<file path="src/rtl/pwm_pair_pkg.sv">
package pwm_pair_pkg;

    // Selects which holding register a write reaches.
    typedef enum logic {
        SEL_PERIOD = 1'b0,
        SEL_WIDTH  = 1'b1
    } data_sel_e;

    // Chooses the electrical level that means "active" on the pin.
    typedef enum logic {
        LVL_HIGH = 1'b0,
        LVL_LOW  = 1'b1
    } act_lvl_e;

endpackage

</file>
<file path="src/rtl/pwm_master_chan.sv">
module pwm_master_chan
    import pwm_pair_pkg::*;
#(
    parameter int CNT_W = 16
) (
    input  logic             clk,
    input  logic             rst_n,
    input  logic             tick,
    input  logic             start,
    input  logic             stop,
    input  logic [CNT_W-1:0] load_val,
    output logic             reload,
    output logic             irq
);
    localparam logic [CNT_W-1:0] CNT_ZERO = '0;
    localparam logic [CNT_W-1:0] CNT_ONE  = CNT_W'(1);

    typedef struct packed {
        logic             run;
        logic             irq;
        logic [CNT_W-1:0] cnt;
    } mst_state_t;

    mst_state_t s_d, s_q;
    logic       expire_d;

    always_comb begin
        s_d      = s_q;
        expire_d = s_q.run && tick && (s_q.cnt == CNT_ZERO);
        reload   = !stop && (start || expire_d);
        s_d.irq  = reload;
        if (stop) begin
            s_d.run = 1'b0;
        end else if (reload) begin
            s_d.run = 1'b1;
            s_d.cnt = load_val;
        end else if (s_q.run && tick) begin
            s_d.cnt = s_q.cnt - CNT_ONE;
        end
    end

    always_ff @(posedge clk or negedge rst_n) begin
        if (!rst_n) begin
            s_q <= '0;
        end else begin
            s_q <= s_d;
        end
    end

    assign irq = s_q.irq;

    // expiry reloads the counter from the holding value and pulses
    a_r3_reload_on_expiry: assert property (@(posedge clk) disable iff (!rst_n)
        (s_q.run && tick && s_q.cnt == CNT_ZERO && !stop)
        |=> (s_q.cnt == $past(load_val) && s_q.irq));

    // no enable, no movement
    a_r4_hold_without_tick: assert property (@(posedge clk) disable iff (!rst_n)
        (s_q.run && !tick && !start && !stop) |=> ($stable(s_q.cnt) && !s_q.irq));

    // stop halts the channel
    a_r10_stop_halts: assert property (@(posedge clk) disable iff (!rst_n)
        stop |=> (!s_q.run && !s_q.irq));

    // start without stop raises the event next cycle
    a_r2_start_pulse: assert property (@(posedge clk) disable iff (!rst_n)
        (start && !stop) |=> (s_q.irq && s_q.run));

endmodule

</file>
<file path="src/rtl/pwm_slave_chan.sv">
module pwm_slave_chan
    import pwm_pair_pkg::*;
#(
    parameter int CNT_W = 16
) (
    input  logic             clk,
    input  logic             rst_n,
    input  logic             tick,
    input  logic             trig,
    input  logic             stop,
    input  logic [CNT_W-1:0] load_val,
    output logic             busy,
    output logic             irq
);
    localparam logic [CNT_W-1:0] CNT_ZERO = '0;
    localparam logic [CNT_W-1:0] CNT_ONE  = CNT_W'(1);

    typedef struct packed {
        logic             busy;
        logic             irq;
        logic [CNT_W-1:0] cnt;
    } slv_state_t;

    slv_state_t s_d, s_q;
    logic       last_d;

    always_comb begin
        s_d     = s_q;
        last_d  = s_q.busy && tick && (s_q.cnt == CNT_ONE);
        s_d.irq = !stop && last_d;
        if (stop) begin
            s_d.busy = 1'b0;
        end else if (trig) begin
            s_d.cnt  = load_val;
            s_d.busy = (load_val != CNT_ZERO);
        end else if (s_q.busy && tick) begin
            s_d.cnt = s_q.cnt - CNT_ONE;
            if (last_d) begin
                s_d.busy = 1'b0;
            end
        end
    end

    always_ff @(posedge clk or negedge rst_n) begin
        if (!rst_n) begin
            s_q <= '0;
        end else begin
            s_q <= s_d;
        end
    end

    assign busy = s_q.busy;
    assign irq  = s_q.irq;

    // zero width never enters the busy state
    a_r6_zero_width_idle: assert property (@(posedge clk) disable iff (!rst_n)
        (trig && load_val == CNT_ZERO) |=> (!s_q.busy));

    // a non-zero width starts a countdown from that value
    a_r5_width_load: assert property (@(posedge clk) disable iff (!rst_n)
        (trig && load_val != CNT_ZERO) |=> (s_q.busy && s_q.cnt == $past(load_val)));

    // the end of the countdown raises the width pulse
    a_r8_end_pulse: assert property (@(posedge clk) disable iff (!rst_n)
        (s_q.busy && tick && s_q.cnt == CNT_ONE && !stop) |=> s_q.irq);

endmodule

</file>
<file path="src/rtl/pwm_out_stage.sv">
module pwm_out_stage
    import pwm_pair_pkg::*;
(
    input  logic clk,
    input  logic rst_n,
    input  logic busy,
    input  logic stop,
    input  logic act_low,
    output logic pin
);
    logic     lvl_d, lvl_q;
    act_lvl_e pol;

    always_comb begin
        lvl_d = stop ? 1'b0 : busy;
        pol   = act_lvl_e'(act_low);
    end

    always_ff @(posedge clk or negedge rst_n) begin
        if (!rst_n) begin
            lvl_q <= 1'b0;
        end else begin
            lvl_q <= lvl_d;
        end
    end

    assign pin = (pol == LVL_LOW) ? !lvl_q : lvl_q;

    // stop forces the inactive level on the next cycle
    a_r10_forced_idle: assert property (@(posedge clk) disable iff (!rst_n)
        stop |=> (pin == act_low));

endmodule

</file>
<file path="src/rtl/pwm_pair_timer.sv">
module pwm_pair_timer
    import pwm_pair_pkg::*;
#(
    parameter int CNT_W = 16
) (
    input  logic             clk,
    input  logic             rst_n,
    input  logic             cnt_en,
    input  logic             start,
    input  logic             stop,
    input  logic             wr_en,
    input  logic             wr_sel,
    input  logic [CNT_W-1:0] wr_data,
    input  logic             act_low,
    output logic             irq_period,
    output logic             irq_width,
    output logic             pwm_pin
);
    typedef struct packed {
        logic [CNT_W-1:0] period;
        logic [CNT_W-1:0] width;
    } hold_regs_t;

    hold_regs_t r_d, r_q;
    data_sel_e  sel;
    logic       reload_w;
    logic       busy_w;

    always_comb begin
        r_d = r_q;
        sel = data_sel_e'(wr_sel);
        if (wr_en) begin
            if (sel == SEL_WIDTH) begin
                r_d.width = wr_data;
            end else begin
                r_d.period = wr_data;
            end
        end
    end

    always_ff @(posedge clk or negedge rst_n) begin
        if (!rst_n) begin
            r_q <= '0;
        end else begin
            r_q <= r_d;
        end
    end

    pwm_master_chan #(.CNT_W(CNT_W)) i_master (
        .clk      (clk),
        .rst_n    (rst_n),
        .tick     (cnt_en),
        .start    (start),
        .stop     (stop),
        .load_val (r_q.period),
        .reload   (reload_w),
        .irq      (irq_period)
    );

    pwm_slave_chan #(.CNT_W(CNT_W)) i_slave (
        .clk      (clk),
        .rst_n    (rst_n),
        .tick     (cnt_en),
        .trig     (reload_w),
        .stop     (stop),
        .load_val (r_q.width),
        .busy     (busy_w),
        .irq      (irq_width)
    );

    pwm_out_stage i_out (
        .clk     (clk),
        .rst_n   (rst_n),
        .busy    (busy_w),
        .stop    (stop),
        .act_low (act_low),
        .pin     (pwm_pin)
    );

    // an active output stays active across a retrigger when width exceeds period
    a_r7_saturate: assert property (@(posedge clk) disable iff (!rst_n)
        (busy_w && reload_w && r_q.width != '0) |=> busy_w);

endmodule

</file>
<file path="config.mk">
export PLATFORM = sky130hd
export DESIGN_NAME = pwm_pair_timer
export DESIGN_NICKNAME = d
export VERILOG_FILES = /design/src/rtl/pwm_pair_pkg.sv /design/src/rtl/pwm_master_chan.sv /design/src/rtl/pwm_slave_chan.sv /design/src/rtl/pwm_out_stage.sv /design/src/rtl/pwm_pair_timer.sv
export SDC_FILE = /design/constraint.sdc
export NUM_CORES = 1
export LEC_CHECK = 0
export BUFFER_PORTS_ARGS = -buffer_cell sky130_fd_sc_hd__buf_2
export CAP_MARGIN = 25
export CELL_PAD_IN_SITES_DETAIL_PLACEMENT = 0
export CELL_PAD_IN_SITES_GLOBAL_PLACEMENT = 1
export CORE_ASPECT_RATIO = 0.7
export CORE_MARGIN = 2
export CORE_UTILIZATION = 37
export CTS_CLUSTER_SIZE = 28
export DETAILED_ROUTE_END_ITERATION = 16
export PLACE_DENSITY_LB_ADDON = 0.12
export SYNTH_ARGS = -nofsm -noshare
export SYNTH_HDL_FRONTEND = slang
export SYNTH_HIERARCHICAL = 1
export SYNTH_SLANG_ARGS = --single-unit
</file>
<file path="constraint.sdc">
create_clock -name clk -period 5.49 [get_ports clk]
set_clock_uncertainty 0.1 [all_clocks]
set_input_delay 0.2745 -clock clk [delete_from_list [all_inputs] [get_ports clk]]
set_output_delay 0.2745 -clock clk [all_outputs]
set_load 0.05 [all_outputs]
</file>
==> results of run 1 <==
-- flip-flops by register name, indices dropped and copies added, names as in the netlist --
signal / cells
i_slave/busy: 1
i_master/s_q: 17
i_slave/s_q: 16
r_q: 32
i_master/irq: 1
i_out/lvl_q: 1
i_slave/irq: 1
-- final timing paths --
| check | startpoint | end | slack, ps | cells after the start |
|---|---|---|---|---|
| max | i_master/s_q[8] | i_slave/s_q[15] | 2160 | 7 |
| min in group clk | wr_data[8] | r_q[24] | 80 | 2 |
| min reg2reg | r_q[27] | i_master/s_q[11] | 390 | 2 |
| min | rst_n | i_slave/irq | 50 | 2 |
| max reg2reg | i_master/s_q[8] | i_slave/s_q[15] | 2160 | 7 |
| max in group asynchronous | rst_n | i_master/s_q[8] | 4650 | 2 |
-- cell usage in the layout (no fill, tap or decap), types with 8 or more instances in the layout --
cell	netlist	final
dfrtp_1	69	69
buf_2	2	26
nor2_1	25	25
mux2_2	22	22
nand2_1	21	21
nor3_1	17	17
o21ai_0	17	17
nor4_1	14	14
a21oi_1	13	13
nand3_1	11	11
mux2_4	10	10
inv_1	10	10
clkbuf_16	0	9
nand4_1	8	8
-- metrics by stage --
stage	instances	area (sq um)
2_1_floorplan	344	3640
3_3_place_gp	482	3830
3_5_place_dp	482	3830
4_1_cts	498	4130
5_1_grt	498	4130
6_report	498	4130
-- area by class of cell --
cell class,instances,area [sq um]
clock buffer,10,239
clock inverter,6,62.6
fill,950,5520
inverter,11,41.3
multi-input combinational,246,1750
sequential,69,1730
tap,128,160
timing repair buffer,28,145
-- routing by layer --
layer	track usage (%)	part of all wire [%]	wire (um)	up-vias
met3	5.96	6.4	590	9
met1	29.0	54	5000	1391
met4	4.70	0.73	68	0
li1	-	-	-	1347
met5	0	0	0	-
met2	24.9	39	3620	85
-- logic make-up after synthesis --
family | after synthesis | share of synthesized area, %
and+or+nand+nor | 130 | 20.1
AOI/OAI and AO/OA | 75 | 14.5
DFF | 69 | 47.4
muxes | 33 | 11.2
buffers and inverters | 29 | 4.40
xor gates and xnor gates | 4 | 0.962
adders and majority gates | 4 | 1.37
-- cell usage after synthesis (3+ instances only) --
cell	number	area [sq um]
o21a_1	3	22.5
nor2_1	25	93.8
or4_1	3	22.5
mux2_2	22	248
nand3_1	11	55.1
nand2_1	21	78.8
nor2b_1	3	18.8
buf_6	6	67.6
o22ai_1	5	31.3
ha_1	4	50.1
inv_1	10	37.5
nand4_1	8	50.1
and3_1	5	31.3
nor3_1	17	85.1
a21oi_1	13	65.1
a221o_1	4	40.0
a22oi_1	5	37.5
o21ai_0	17	85.1
nor4_1	14	87.6
dfrtp_1	69	1730
clkbuf_1	9	33.8
mux2_4	10	150
xnor2_1	3	26.3
-- critical path: cells and delay by family, from the launching register on --
| family | cells | cell delay, ps |
|---|---|---|
| flip-flops | 1 | 440 |
| AND/OR/NAND/NOR | 4 | 1770 |
| AO/OA/AOI/OAI | 3 | 920 |
-- power by group through the flow --
stage,clock (W),combinational [W],sequential (W)
3_5_place_dp,0,0.000297,0.000710
5_1_grt,0.000622,0.000334,0.000719
4_1_cts,0.000600,0.000298,0.000701
6_report,0.000587,0.000297,0.000704
2_1_floorplan,0,0.000236,0.000674
3_3_place_gp,0,0.000297,0.000709
==> metrics.txt, run 1 <==
syn nets 372; chip height 87.0 um; Leak Pwr 1.68 nW; IO Pins 27; Routed Antenna Nets 0; Final Hold Fails 0; GP Congestion 0.802; sw frac 31.0%; Switch Pwr 0.000492 W; CP Capture Type flip-flop; initial antenna violation count 0; Post-Synthesis Cells 344; Tot Pwr 0.00159 W; internal power 0.00109 W; final setup margin 2160 ps; routed wire length 9280 um; initial drt markers 236; unrepaired setup endpoints after global routing no; P&R area growth vs syn 13.4%; number of core rows 30; Core Region 9650 sq um; per-cell routed wire length 18.6 um; worst-path fanout max 26; Critical-path top delay cell a32o_2; Tot GR Track Use 18.8%; share of layout cells above drive strength 1 24.1%; CP max stage delay 580 ps; Vias 2832; combinational power share 18.7%; fmax 0.300 GHz; number of CTS-inserted buffers 9; Seq cells post-synth 69; vias per inst 5.69; clock sink count 69; CTS root buf clkbuf_16; H-tree depth 3; nets 393; final setup fails 0; vias in the first global route 2714; n_diodes 0; CP required 5640 ps; chip width 123 um; Yosys cell types 68; Worst VDD drop 151 uV; fin crit period 3330 ps; outcome complete, no violations; Post-CTS Setup Bufs 0; sequential-to-total area share from yosys stat 47.4%; Critical Path AT 3480 ps; cell area power density 384 nW/um^2; Worst Hold Class input pin to async pin; clk buf depth 2; relative slew slack 39.6%; max-cap violations 0; DRC viols 0; drt pass-1 iters 5; clk_lat worst skew 330 ps; warning count from the yosys run 6; Startpoint Class flip-flop; clock power share 37.0%; Post-synth EDFFs 0; Cell Chain, Critical Path nor4_2 -> and3_1 -> a32o_2 -> a21oi_1 -> or2_1 -> or4_1 -> o211ai_1; largest net degree at the start of global routing 70; setup_tns 0 ps; Die Area 10700 sq um; starting density of the core 37.7%; PortBufs 26; critical path class flip-flop to flip-flop; gr ovfl total 0; Avg Cell Area, Syn 10.6 sq um; top_reg_cell synth dfrtp_1; hpwl dp 6520 um; TritonCTS clock tree done; Slew @ Worst Pin 906 ps; Slew Viols, Final 0; post-place setup slack 2210 ps; post-CTS sizing 0; first-pass GRT wire length 15000 um; Reg clk slew, reported paths 60 ps; Post-Syn Area 3640 sq um; Min Hold Slack 49.3 ps; fraction of registers with async set/reset 100%; Hold Buf Count CTS 0; Flop pwr share 44.3%; final core utilization 42.8%; final worst-path cycle share 60.7%
Note: power is estimated with default switching activity, not from simulation.
==> run 2: changes to the inputs <==
==> constraint.sdc (replaced) <==
create_clock -name clk -period 3.4 [get_ports clk]
set_clock_uncertainty 0.1 [all_clocks]
set_input_delay 0.17 -clock clk [delete_from_list [all_inputs] [get_ports clk]]
set_output_delay 0.17 -clock clk [all_outputs]
set_load 0.05 [all_outputs]
==> run 2 against run 1 <==
Effect of this change:
- clock power up 57%
- power up 61%
- highest routed layer unchanged
- register-to-register slack worse by 1600 ps
- sequential share of layout area down 1.5 points
- via count up 2.1%
- routed wire length up 4.0%
- worst hold slack worse by 48 ps
- first-iteration DRC count down 25%
- final area up 3.6%
- largest power group unchanged
==> metrics.txt, run 2 (synthesis gave the netlist of run 1 again) <==
outcome complete, no violations; GP Congestion 0.772 (-3.7%); clk_lat worst skew 330 ps (about the same); post-CTS sizing 0 (unchanged); number of core rows 30 (unchanged); per-cell routed wire length 18.7 um (+0.57%); Die Area 10700 sq um (unchanged); Biggest register r_q; CTS root buf clkbuf_16; Leak Pwr 1.75 nW (+4.6%); largest net degree at the start of global routing 33 (-53%); top cell family by delay on the critical path simple AND/OR/NAND/NOR gates; Vias 2891 (+2.1%); biggest registers after layout r_q x32, i_master/s_q x17, i_slave/s_q x16; initial drt markers 176 (-25%); H-tree depth 3 (unchanged); most frequent cells in the layout dfrtp_1, buf_2, nor2_1; fmax 0.348 GHz (+16%); TritonCTS clock tree done; Startpoint Class flip-flop; DRC viols 0 (unchanged); n_diodes 0 (unchanged); first-pass GRT wire length 15700 um (+4.5%); setup_tns 0 ps (unchanged); max-cap violations 0 (unchanged); CP Capture Type flip-flop; final worst-path cycle share 84.6% (+24 points); Cell Chain, Critical Path nor3_2 -> and3_1 -> a32o_2 -> buf_4 -> clkinv_1 -> nor2_1 -> a22o_1 -> a311o_1; starting density of the core 37.7% (unchanged); critical path class flip-flop to flip-flop; Core Region 9650 sq um (unchanged); worst-path fanout max 25 (-3.8%); Routed Antenna Nets 0 (unchanged); WP buf/inv 2 (+2); Slew Viols, Final 0 (unchanged); nets 410 (+4.3%); drt pass-1 iters 5 (unchanged); Worst VDD drop 303 uV (+100%); CP max stage delay 490 ps (-90 ps); Worst Hold Class input pin to flip-flop; Critical Path AT 3050 ps (-430 ps); cell area power density 596 nW/um^2 (+55%); commonest non-fill, non-tap cell in the layout dfrtp_1; final setup fails 0 (unchanged); Slew @ Worst Pin 798 ps (-108 ps); clk buf depth 2 (unchanged); share of layout cells above drive strength 1 24.0% (about the same); clock sink count 69 (unchanged); vias per inst 5.61 (-1.3%); Hold Buf Count CTS 13 (+13); initial antenna violation count 0 (unchanged); FILL cells 932 (-1.9%); gr ovfl total 0 (unchanged); P&R area growth vs syn 17.5%; Tot GR Track Use 19.8% (+0.98 points); Critical-path top delay cell clkinv_1; Reg clk slew, reported paths 60 ps (about the same); CP required 3570 ps (-2070 ps); relative slew slack 46.3% (+6.7 points); final core utilization 44.4% (+1.6 points); Post-CTS Setup Bufs 0 (unchanged); Largest register FFs 32 (unchanged); fin crit period 2880 ps (-456 ps); PortBufs 26 (unchanged); chip width 123 um (unchanged); unrepaired setup endpoints after global routing no; Final Hold Fails 0 (unchanged); hpwl dp 6920 um (+6.2%); chip height 87.0 um (unchanged); number of CTS-inserted buffers 9 (unchanged); vias in the first global route 2795 (+3.0%); routed wire length 9650 um (+4.0%); IO Pins 27 (unchanged)
run 2: worst paths after layout:
kind | startpoint | to | slack (ps) | cells after the start
min reg2reg | r_q[28] | i_master/s_q[12] | 400 | 2
min in group asynchronous | rst_n | i_slave/s_q[15] | 190 | 2
max in group asynchronous | rst_n | r_q[24] | 2240 | 3
max reg2reg | i_master/s_q[4] | i_slave/s_q[7] | 520 | 8
min | wr_data[14] | r_q[30] | 1 | 2
max | i_master/s_q[4] | i_slave/s_q[7] | 520 | 8
run 2: cell type report:
type	count	area (sq um)	share of cell area, %
Timing Repair Buffer	45	305	7.13
Clock inverter	7	66.3	1.55
Inverter	11	41.3	0.965
Sequential cell	69	1730	40.4
Clock buffer	9	225	5.26
Multi-Input combinational cell	246	1750	41.0
Tap cell	128	160	3.74
run 2: stage by stage:
stage,instance area (sq um),cells,hold WS (ps),power [W],setup WS [ps]
after global routing,4280,515,6.68,0.00271,281
after global placement,3860,486,27.1,0.00163,584
after detailed placement,3860,486,22.4,0.00163,544
after CTS,4280,515,1.07,0.00257,502
final,4280,515,1.22,0.00255,524
after floorplan,3640,344,-226,0.00147,613
run 2: worst reg2reg max path, delay by kind of cell (launching register included):
family                 cells  cell delay, ps
buffers and inverters      2             760
AOI/OAI and AO/OA          3             480
and+or+nand+nor            3            1040
DFF                        1             430
run 2: where the power goes:
group | total (W) | leakage [nW] | switching, W | internal (W)
sequential | 0.00114 | 0.815 | 0.000169 | 0.000969
clock | 0.000919 | 0.145 | 0.000356 | 0.000563
combinational | 0.000494 | 0.793 | 0.000269 | 0.000226
total | 0.00255 | 1.75 | 0.000794 | 0.00176
run 2: layer usage:
| layer | GRT usage [%] | routed length [um] | vias up |
|---|---|---|---|
| li1 | - | - | 1393 |
| met1 | 30.8 | 5290 | 1429 |
| met2 | 26.8 | 3900 | 62 |
| met3 | 4.84 | 384 | 7 |
| met4 | 5.33 | 72 | 0 |
| met5 | 0 | 0 | - |
==> run 3: changes to the inputs <==
--- a/config.mk
+++ b/config.mk
@@ -5,6 +5,7 @@
 export SDC_FILE = /design/constraint.sdc
 export NUM_CORES = 1
 export LEC_CHECK = 0
+export ABC_AREA = 1
 export BUFFER_PORTS_ARGS = -buffer_cell sky130_fd_sc_hd__buf_2
 export CAP_MARGIN = 25
 export CELL_PAD_IN_SITES_DETAIL_PLACEMENT = 0
==> constraint.sdc (replaced) <==
create_clock -name clk -period 2.5 [get_ports clk]
set_clock_uncertainty 0.1 [all_clocks]
set_input_delay 0.125 -clock clk [delete_from_list [all_inputs] [get_ports clk]]
set_output_delay 0.125 -clock clk [all_outputs]
set_load 0.05 [all_outputs]
==> run 3 against run 2 <==
Effect of this change:
- critical endpoint is now i_slave/s_q[5]
- worst hold slack better by 39 ps
- die area up 10%
- via count is 28% higher
- largest cell class unchanged
- register-to-register slack got worse by 340 ps
- critical path type unchanged
- first-iteration DRC count is 47% higher
- sequential share of layout area shrank 3.8 points
==> metrics.txt, run 3 <==
outcome complete, no violations; Core Region 10500 sq um (+8.6%); first-pass GRT wire length 18700 um (+19%); clk_lat worst skew 330 ps (about the same); vias in the first global route 3638 (+30%); area leader, netlist dfrtp_1; Critical-path top delay cell dfrtp_1; clk buf depth 2 (unchanged); largest net degree at the start of global routing 43 (+30%); final setup margin 188 ps (-336 ps); post-place setup slack 205 ps (-340 ps); H-tree depth 3 (unchanged); final worst-path cycle share 92.5% (+7.9 points); vias per inst 4.99 (-11%); hold endpoint i_out/lvl_q; Worst Hold Class input pin to flip-flop; CTS root buf clkbuf_16; initial drt markers 258 (+47%); TritonCTS clock tree done; cell with the most instances after synthesis nand2_1; Final Hold Fails 0 (unchanged); reg-to-reg setup timing slack 190 ps (-340 ps); Flop pwr share 40.2% (-4.4 points); post-CTS sizing 0 (unchanged); worst-path fanout max 28 (+12%); setup_tns 0 ps (unchanged); n_diodes 0 (unchanged); clock power share 34.9% (-1.1 points); max-cap violations 0 (unchanged); commonest non-fill, non-tap cell in the layout nand2_1; Worst Hold Launch stop; CP max stage delay 360 ps (-130 ps); Post-Syn Area 4030 sq um (+11%); nets 634 (+55%); drt pass-1 iters 5 (unchanged); Min Hold Slack 40.2 ps (+39.0 ps); P&R area growth vs syn 17.1%; starting density of the core 38.5% (+0.78 points); Startpoint Class flip-flop; met2 wire length 4240 um (+8.9%); relative slew slack 51.8% (+5.5 points); unrepaired setup endpoints after global routing no; per-cell routed wire length 14.8 um (-21%); internal power 0.00253 W (+44%); chip height 91.4 um (+5.0%); fmax 0.433 GHz (+24%); Met3 Wirelength 535 um (+39%); CP Capture Type flip-flop; final setup fails 0 (unchanged); highest routed layer met4; syn nets 591 (+59%); R2R depth 12 (+4); initial antenna violation count 0 (unchanged); IO Pins 27 (unchanged); Slew @ Worst Pin 723 ps (-75.2 ps); Switch Pwr 0.00130 W (+64%); chip width 129 um (+5.1%); hold depth 2 (unchanged); critical path class flip-flop to flip-flop; Worst VDD drop 376 uV (+24%); Seq cells post-synth 69 (unchanged); biggest registers after layout r_q x32, i_master/s_q x17, i_slave/s_q x16; FILL cells 1101 (+18%); Tot GR Track Use 20.5% (+0.77 points); cell area power density 812 nW/um^2 (+36%); top-area cell type share of the netlist area 42.8% (-4.6 points); number of core rows 31 (+3.3%); Avg Cell Area, Syn 7.16 sq um (-32%); hpwl dp 8250 um (+19%); Yosys cell types 35 (-49%); Vias 3710 (+28%); gr ovfl total 0 (unchanged); Biggest register r_q; Synth top cells by count nand2_1, nand3_1, dfrtp_1, nor2_1, inv_1; Area contributors post-synth dfrtp_1, nand2_1, nand3_1, nor2_1, inv_1; Reg clk slew, reported paths 60 ps (about the same); combinational power share 24.9% (+5.5 points); sequential-to-total area share from yosys stat 42.8% (-4.6 points); Post-Synthesis Cells 563 (+64%); Routed Antenna Nets 0 (unchanged); PortBufs 26 (unchanged); CP required 2600 ps (-970 ps); top_reg_cell synth dfrtp_1; fraction of registers with async set/reset 100% (unchanged); most frequent cells in the layout nand2_1, nand3_1, dfrtp_1; routed wire length 11000 um (+14%); Tot Pwr 0.00383 W (+50%); Leak Pwr 2.46 nW (+40%); Critical R2R Launch i_master/s_q[0]; warning count from the yosys run 6 (unchanged); sw frac 34.0% (+2.9 points); clock sink count 69 (unchanged); Critical Path AT 2410 ps (-640 ps); number of CTS-inserted buffers 9 (unchanged); Cell Chain, Critical Path inv_1 -> ha_1 -> nand3_1 -> nor2_1 -> nand3_2 -> nand2_4 -> nand2_4 -> inv_1 -> buf_4 -> inv_4 -> o21ai_0 -> o21ai_0; DRC viols 0 (unchanged); share of layout cells above drive strength 1 12.4% (-12 points); RR Endpoint i_slave/s_q[5]; GP Congestion 0.824 (+6.7%); Post-synth EDFFs 0 (unchanged); Largest register FFs 32 (unchanged); Metal-1 WL 6140 um (+16%); Slew Viols, Final 0 (unchanged); fin crit period 2310 ps (-564 ps); Die Area 11800 sq um (+10%)
-- run 3: changes by cell type in the layout (fill, tap and decap cells not counted), moves of 6 or more --
cell     change
a21oi_1      -6
mux2_2      -22
nor2_1      +30
inv_1       +42
nand2_1    +184
nor3_1      -14
mux2_4      -10
nor4_1      -12
nand3_1     +68
nor2_2       +8
-- run 3: cell families (layout without fill, tap and decap cells) --
| kind of cell | Yosys count | in the layout | share of synthesized area (%) |
|---|---|---|---|
| AO/OA/AOI/OAI | 36 | 36 | 5.21 |
| AND/OR/NAND/NOR | 377 | 377 | 41.1 |
| adder cells (fa/ha/maj) | 4 | 4 | 1.24 |
| flip-flops | 69 | 69 | 42.8 |
| XOR/XNOR | 3 | 3 | 0.651 |
| buffers and inverters | 74 | 122 | 9.03 |
-- run 3: final cells by class --
class / instances / area, sq um / share of cell area (%)
tap: 132 / 165 / 3.50
timing repair buffer: 49 / 358 / 7.57
clock buffer: 11 / 233 / 4.93
multi-input combinational: 420 / 1940 / 41.1
sequential: 69 / 1730 / 36.5
clock inverter: 5 / 75.1 / 1.59
inverter: 57 / 224 / 4.74
-- run 3: critical path: cells and delay by family (launching register included) --
family / cells / cell delay (ps)
buf+inv: 4 / 620
compound gates: 2 / 400
flops: 1 / 360
simple gates: 5 / 520
fa+ha+maj: 1 / 180
-- run 3: worst max-delay path by stage --
stage / end / start / slack (ps) / cells after the start
2_1_floorplan: i_slave/s_q[1] / i_master/s_q[0] / 450 / 13
3_3_place_gp: i_slave/s_q[5] / i_master/s_q[0] / 280 / 12
3_5_place_dp: i_slave/s_q[5] / i_master/s_q[0] / 200 / 12
4_1_cts: i_slave/s_q[5] / i_master/s_q[0] / 200 / 12
5_1_grt: i_slave/s_q[9] / i_master/s_q[0] / 20 / 15
6_report: i_slave/s_q[5] / i_master/s_q[0] / 190 / 12
-- run 3: timing repair --
item / 4_1_cts / 5_1_grt
hold buffers: 17 / 0
endpoints found under the setup margin: 0 / 0
setup buffers: 0 / 0
endpoints found under the hold margin: 59 / 0
-- run 3: metrics by stage --
step	util, %	cell area (sq um)	cells
floorplan	-	4030	563
global placement	40.5	4250	710
detailed placement	40.5	4250	710
CTS	45.1	4720	743
global route	45.1	4720	743
finish	45.1	4720	743
-- run 3: power by group through the flow --
stage          clock network (W)  registers [W]  logic (W)
6_report                 0.00134        0.00154   0.000954
5_1_grt                  0.00143        0.00158    0.00110
2_1_floorplan                  0        0.00150   0.000705
3_3_place_gp                   0        0.00156   0.000924
4_1_cts                  0.00138        0.00154   0.000956
3_5_place_dp                   0        0.00156   0.000932
-- run 3: metal layers --
layer	up-vias	GRT usage, %
met5	-	0
met4	0	5.16
met3	8	4.42
met2	94	27.4
met1	1738	32.8
li1	1870	-
